`config.mk`:
```
export PLATFORM = sky130hd
export DESIGN_NAME = seg_xlate
export DESIGN_NICKNAME = d
export VERILOG_FILES = /design/src/rtl/seg_xlate_pkg.sv /design/src/rtl/seg_table_regs.sv /design/src/rtl/seg_bound_check.sv /design/src/rtl/seg_addr_add.sv /design/src/rtl/seg_xlate.sv
export SDC_FILE = /design/constraint.sdc
export NUM_CORES = 1
export LEC_CHECK = 0
export BUFFER_PORTS_ARGS = -buffer_cell sky130_fd_sc_hd__buf_2
export CAP_MARGIN = 20
export CORE_AREA = 5 5 136 203
export CTS_CLUSTER_SIZE = 30
export DETAILED_ROUTE_END_ITERATION = 7
export DIE_AREA = 0 0 141 208
export GPL_ROUTABILITY_DRIVEN = 0
export GPL_TIMING_DRIVEN = 0
export PLACE_DENSITY = 0.62
export SYNTH_ARGS = -nofsm -noshare
export SYNTH_HDL_FRONTEND = slang
export SYNTH_SLANG_ARGS = --single-unit
```
`constraint.sdc`:
```
create_clock -name clk_i -period 5.35 [get_ports clk_i]
set_input_delay 0.535 -clock clk_i [delete_from_list [all_inputs] [get_ports clk_i]]
set_output_delay 0.535 -clock clk_i [all_outputs]
set_load 0.02 [all_outputs]
```
`src/rtl/seg_xlate_pkg.sv`:
```
package seg_xlate_pkg;

  typedef struct packed {
    logic valid;
    logic ok;
    logic fault;
  } rsp_flags_t;

  function automatic int unsigned max_w(int unsigned a, int unsigned b);
    return (a > b) ? a : b;
  endfunction

endpackage

```
`src/rtl/seg_table_regs.sv`:
```
module seg_table_regs #(
  parameter int unsigned NUM_SEG = 8,
  parameter int unsigned SEG_W   = 4,
  parameter int unsigned BASE_W  = 16,
  parameter int unsigned LIM_W   = 13
) (
  input  logic              clk_i,
  input  logic              rst_ni,
  input  logic              wr_en_i,
  input  logic [SEG_W-1:0]  wr_seg_i,
  input  logic [BASE_W-1:0] wr_base_i,
  input  logic [LIM_W-1:0]  wr_limit_i,
  input  logic [SEG_W-1:0]  rd_seg_i,
  output logic [BASE_W-1:0] rd_base_o,
  output logic [LIM_W-1:0]  rd_limit_o,
  output logic              rd_hit_o
);

  logic [BASE_W-1:0] base_q  [NUM_SEG];
  logic [LIM_W-1:0]  limit_q [NUM_SEG];
  logic [NUM_SEG-1:0] wr_sel;
  logic [NUM_SEG-1:0] rd_sel;

  // per-entry decode; selectors past the table match nothing
  for (genvar g = 0; g < NUM_SEG; g++) begin : g_dec
    assign wr_sel[g] = wr_en_i && (wr_seg_i == SEG_W'(g));
    assign rd_sel[g] = (rd_seg_i == SEG_W'(g));
  end

  always_ff @(posedge clk_i or negedge rst_ni) begin
    if (!rst_ni) begin
      for (int i = 0; i < NUM_SEG; i++) begin
        base_q[i]  <= '0;
        limit_q[i] <= '0;
      end
    end else begin
      for (int i = 0; i < NUM_SEG; i++) begin
        if (wr_sel[i]) begin
          base_q[i]  <= wr_base_i;
          limit_q[i] <= wr_limit_i;
        end
      end
    end
  end

  // read mux with same-cycle write forwarding
  always_comb begin
    rd_base_o  = '0;
    rd_limit_o = '0;
    rd_hit_o   = 1'b0;
    for (int i = 0; i < NUM_SEG; i++) begin
      if (rd_sel[i]) begin
        rd_hit_o   = 1'b1;
        rd_base_o  = wr_sel[i] ? wr_base_i  : base_q[i];
        rd_limit_o = wr_sel[i] ? wr_limit_i : limit_q[i];
      end
    end
  end

endmodule

```
`src/rtl/seg_bound_check.sv`:
```
module seg_bound_check #(
  parameter int unsigned OFF_W = 12,
  parameter int unsigned LIM_W = OFF_W + 1
) (
  input  logic             seg_hit_i,
  input  logic [OFF_W-1:0] off_i,
  input  logic [LIM_W-1:0] limit_i,
  output logic             pass_o
);

  // valid offsets are 0 .. limit-1
  assign pass_o = seg_hit_i && (LIM_W'(off_i) < limit_i);

endmodule

```
`src/rtl/seg_addr_add.sv`:
```
module seg_addr_add #(
  parameter int unsigned BASE_W = 16,
  parameter int unsigned OFF_W  = 12,
  parameter int unsigned PA_W   = 17
) (
  input  logic [BASE_W-1:0] base_i,
  input  logic [OFF_W-1:0]  off_i,
  output logic [PA_W-1:0]   sum_o
);

  assign sum_o = PA_W'(base_i) + PA_W'(off_i);

endmodule

```
`src/rtl/seg_xlate.sv`:
```
module seg_xlate #(
  parameter  int unsigned NUM_SEG = 8,
  parameter  int unsigned SEG_W   = 4,
  parameter  int unsigned OFF_W   = 12,
  parameter  int unsigned BASE_W  = 16,
  localparam int unsigned LIM_W   = OFF_W + 1,
  localparam int unsigned PA_W    = seg_xlate_pkg::max_w(BASE_W, OFF_W) + 1
) (
  input  logic              clk_i,
  input  logic              rst_ni,
  input  logic              wr_en_i,
  input  logic [SEG_W-1:0]  wr_seg_i,
  input  logic [BASE_W-1:0] wr_base_i,
  input  logic [LIM_W-1:0]  wr_limit_i,
  input  logic              req_valid_i,
  input  logic [SEG_W-1:0]  req_seg_i,
  input  logic [OFF_W-1:0]  req_off_i,
  output logic              rsp_valid_o,
  output logic              rsp_ok_o,
  output logic              rsp_fault_o,
  output logic [PA_W-1:0]   rsp_paddr_o
);

  logic [BASE_W-1:0] ent_base;
  logic [LIM_W-1:0]  ent_limit;
  logic              ent_hit;
  logic              in_bounds;
  logic [PA_W-1:0]   sum;

  seg_xlate_pkg::rsp_flags_t flags_d, flags_q;
  logic [PA_W-1:0]           paddr_q;

  seg_table_regs #(
    .NUM_SEG(NUM_SEG), .SEG_W(SEG_W), .BASE_W(BASE_W), .LIM_W(LIM_W)
  ) u_table (
    .clk_i      (clk_i),
    .rst_ni     (rst_ni),
    .wr_en_i    (wr_en_i),
    .wr_seg_i   (wr_seg_i),
    .wr_base_i  (wr_base_i),
    .wr_limit_i (wr_limit_i),
    .rd_seg_i   (req_seg_i),
    .rd_base_o  (ent_base),
    .rd_limit_o (ent_limit),
    .rd_hit_o   (ent_hit)
  );

  seg_bound_check #(.OFF_W(OFF_W), .LIM_W(LIM_W)) u_bound (
    .seg_hit_i (ent_hit),
    .off_i     (req_off_i),
    .limit_i   (ent_limit),
    .pass_o    (in_bounds)
  );

  seg_addr_add #(.BASE_W(BASE_W), .OFF_W(OFF_W), .PA_W(PA_W)) u_add (
    .base_i (ent_base),
    .off_i  (req_off_i),
    .sum_o  (sum)
  );

  always_comb begin
    flags_d.valid = req_valid_i;
    flags_d.ok    = req_valid_i && in_bounds;
    flags_d.fault = req_valid_i && !in_bounds;
  end

  always_ff @(posedge clk_i or negedge rst_ni) begin
    if (!rst_ni) begin
      flags_q <= '0;
      paddr_q <= '0;
    end else begin
      flags_q <= flags_d;
      paddr_q <= flags_d.ok ? sum : '0;
    end
  end

  assign rsp_valid_o = flags_q.valid;
  assign rsp_ok_o    = flags_q.ok;
  assign rsp_fault_o = flags_q.fault;
  assign rsp_paddr_o = paddr_q;

endmodule

```
==> results.json <==
{
  "dpl.cell_count": 1393,
  "grt_usage_pct": 23.7,
  "ys_async_sr_fraction_pct": 100,
  "clk_path_buf_depth": 3,
  "place_area_um2": 12900,
  "die_w_um": 141,
  "worstPathRequired_ns": 5.81,
  "start_util_pct": 47.1,
  "ys.flop_type": "dfrtp_1",
  "reg2regPathDepth": 11,
  "diodes": 0,
  "yosysWarnings": 0,
  "layout_min_cycle_time_ns": 5.26,
  "grt_start_max_net_pins": 112,
  "mostFrequentLayoutCells": "252 x dfrtp_1, 208 x mux2_2, 76 x buf_2",
  "seq_area_frac_synth_pct": 52.3,
  "portBuffers": 67,
  "min_to": "rsp_valid_o$_DFF_PN0_",
  "min_path_cells": 1,
  "max-vdd-ir-drop_mv": 0.211,
  "synth_nets": 1067,
  "synth-compound-area-share_pct": 11.8,
  "seqPwrFrac_pct": 45.4,
  "slowest_stage": "clkbuf_1",
  "grt_overflow": 0,
  "swShare_pct": 26.7,
  "cts_inserted_buffers": 26,
  "synth-xor-area-share_pct": 0.509,
  "dp_hpwl_um": 24400,
  "synth_cell_types": 69,
  "antenna_found_initial": 1,
  "ys_ff_latch": 252,
  "syn_inst": 989,
  "syn_to_final_growth_pct": 14.5,
  "drt_iter0_markers": 400,
  "io_pins": 73,
  "drc": 0,
  "mappedNetlistArea_um2": 12100,
  "rsz0062_at_grt": "no",
  "maxCapViolCount": 0,
  "viasPerCell": 5.88,
  "hp-start": "req_valid_i",
  "slew_viol_final": 0,
  "clkPwrFrac_pct": 35.4,
  "max_freq_mhz": 190,
  "setup_viol": 0,
  "r2r_slack_ns": 1.64,
  "dieHeight_um": 208,
  "relSlewSlack_pct": 27.1,
  "dieArea_um2": 29300,
  "critPathMaxStageDelay_ns": 0.55,
  "clock_skew_ns": 0.0146,
  "path_clk_slew_ns": 0.06,
  "dr.pass1.iters": 5,
  "final_common_cell": "dfrtp_1",
  "internal_power_mw": 3.89,
  "power.switching_mw": 1.42,
  "arrival_ns": 5.71,
  "end_kind": "flop",
  "finalSetupTns_ns": 0,
  "hp-class": "input port to flop",
  "crit_top_cell": "clkbuf_1",
  "grt_pass1_vias": 8884,
  "synth.top_cell.area_share_pct": 52.3,
  "synthAdderAreaFrac_pct": 2.66,
  "wl_um": 34700,
  "drive_gt1_share_pct": 32.2,
  "clock_latency_ns": 0.55,
  "routedWlPerCell_um": 24.0,
  "status": "finished clean",
  "cts_setup_buffers": 0,
  "synth_area_leaders": "dfrtp_1 52%, mux2_2 19%, a22o_1 3.0%",
  "synth_edf_count": 0,
  "fin_nets": 1167,
  "synth_top_family_by_area": "multiplexers",
  "synth_mux_area_share_pct": 21.9,
  "cp-start-kind": "input port",
  "yosys.area.top_type": "dfrtp_1",
  "cts-root-buf": "clkbuf_16",
  "finalCritPeriodShare_pct": 98.3,
  "vias": 8473,
  "critPathMaxFanout": 10,
  "cts_tree": "built",
  "hold_viol": 0,
  "combPwrFrac_pct": 19.2,
  "power_density_nw_per_um2": 384,
  "fp-row-count": 72,
  "cts.htree.levels": 1,
  "grt_pass1_wl_um": 53500,
  "coreArea_um2": 25600,
  "drtAntennaViolNets": 0,
  "syn_avg_cell_area_um2": 12.2,
  "worstMarginPinSlew_ns": 1.08,
  "p_leak_nw": 6.17,
  "r2r-start": "u_table.limit_q[57]$_DFF_PN0_",
  "clock_sinks": 252,
  "crit_chain": "clkbuf_1 > clkbuf_1 > and3_1 > clkbuf_1 > clkbuf_1 > a22o_1 > a2111oi_0 > a21oi_1 > ha_1 > inv_1 > fa_1 > nand2b_1 > a21oi_1 > o211ai_1 > a21oi_1 > o31ai_1 > nor3b_1 > mux2i_1",
  "synthSimpleGateAreaFrac_pct": 8.51,
  "crit_type": "input port to flop",
  "reg2reg_to": "rsp_paddr_o[3]$_DFF_PN0_",
  "design_area_um2": 13800,
  "final_cell_count_no_fill": 1442
}
==> worst max-delay path by stage <==
stage	startpoint	to	cells past startpoint
floorplan	wr_seg_i[3]	rsp_paddr_o[15]$_DFF_PN0_	15
global placement	rst_ni	u_table.limit_q[87]$_DFF_PN0_	1
detailed placement	req_seg_i[3]	rsp_paddr_o[14]$_DFF_PN0_	17
CTS	req_seg_i[3]	rsp_paddr_o[14]$_DFF_PN0_	17
global route	req_seg_i[1]	rsp_paddr_o[16]$_DFF_PN0_	18
finish	req_seg_i[1]	rsp_paddr_o[14]$_DFF_PN0_	18
==> cell type report <==
cell class	count	area, µm²
Inverter	15	56.3
Sequential cell	252	6310
Buffer	56	229
Tap cell	333	417
Timing Repair Buffer	72	423
Fill cell	2275	11800
Multi-Input combinational cell	666	5490
Clock inverter	11	114
Clock buffer	37	773
==> synth_stat cells (all sizes together) (4+ instances only) <==
| library cell | number |
|---|---|
| inv | 15 |
| mux2i | 25 |
| nor2 | 47 |
| a211oi | 11 |
| and2 | 11 |
| buf | 21 |
| or3 | 5 |
| and3 | 6 |
| mux2 | 208 |
| nand3 | 30 |
| o21a | 4 |
| a22oi | 4 |
| clkbuf | 35 |
| ha | 24 |
| a21oi | 39 |
| nor2b | 15 |
| o211a | 4 |
| o21ai | 54 |
| a221oi | 5 |
| xnor2 | 5 |
| dfrtp | 252 |
| a22o | 41 |
| nor3 | 17 |
| nor4 | 5 |
| nand2 | 37 |
| nand2b | 7 |
| a2111oi | 10 |
==> layer usage <==
layer	track usage [%]	vias to the layer above	share of wire, %
li1	-	3852	-
met1	29.0	4326	40
met2	41.7	222	52
met3	2.92	71	3.9
met4	10.1	2	4.3
met5	0	-	0.032
==> critical path: cells and delay by family <==
family,cells,cell delay (ns)
muxes,1,0.24
AOI/OAI and AO/OA,7,1.63
buffers and inverters,5,1.89
and+or+nand+nor,3,0.74
adders and majority gates,2,0.66
==> metrics by stage <==
stage,worst slack (ns),util (%),hold WS [ns],total power [mW]
2_1_floorplan,1.00,-,0.239,3.14
3_3_place_gp,-0.856,50.1,0.459,3.41
3_5_place_dp,-0.872,50.4,0.469,3.46
4_1_cts,0.0705,54.0,0.132,5.34
5_1_grt,0.0125,54.0,0.127,5.55
6_report,0.0933,54.0,0.146,5.30
==> cell families after synthesis <==
group | count (synthesis)
and+or+nand+nor | 196
buffers and inverters | 71
AOI/OAI and AO/OA | 203
DFF | 252
xor gates and xnor gates | 7
adders and majority gates | 25
muxes | 235
==> power groups by stage <==
stage | Combinational (mW) | Clock (mW) | Sequential (mW)
final | 1.02 | 1.88 | 2.41
after global routing | 1.13 | 1.98 | 2.45
after CTS | 1.02 | 1.91 | 2.41
after detailed placement | 1.02 | 0 | 2.44
after global placement | 0.985 | 0 | 2.43
after floorplan | 0.716 | 0 | 2.42
==> flip-flops by register name, indices dropped and copies added, names as in the netlist <==
register,flops
u_table.limit_q,104
rsp_paddr_o,17
rsp_ok_o,1
rsp_valid_o,1
u_table.base_q,128
rsp_fault_o,1
==> what timing repair did <==
item                                    CTS  global route
endpoints found under the setup margin    5             3
gates resized for setup                   2             4
hold buffers                              1             0
pin swaps                                 0             0
hold endpoints to repair                 58             0
Power figures use the tool's default switching activity.
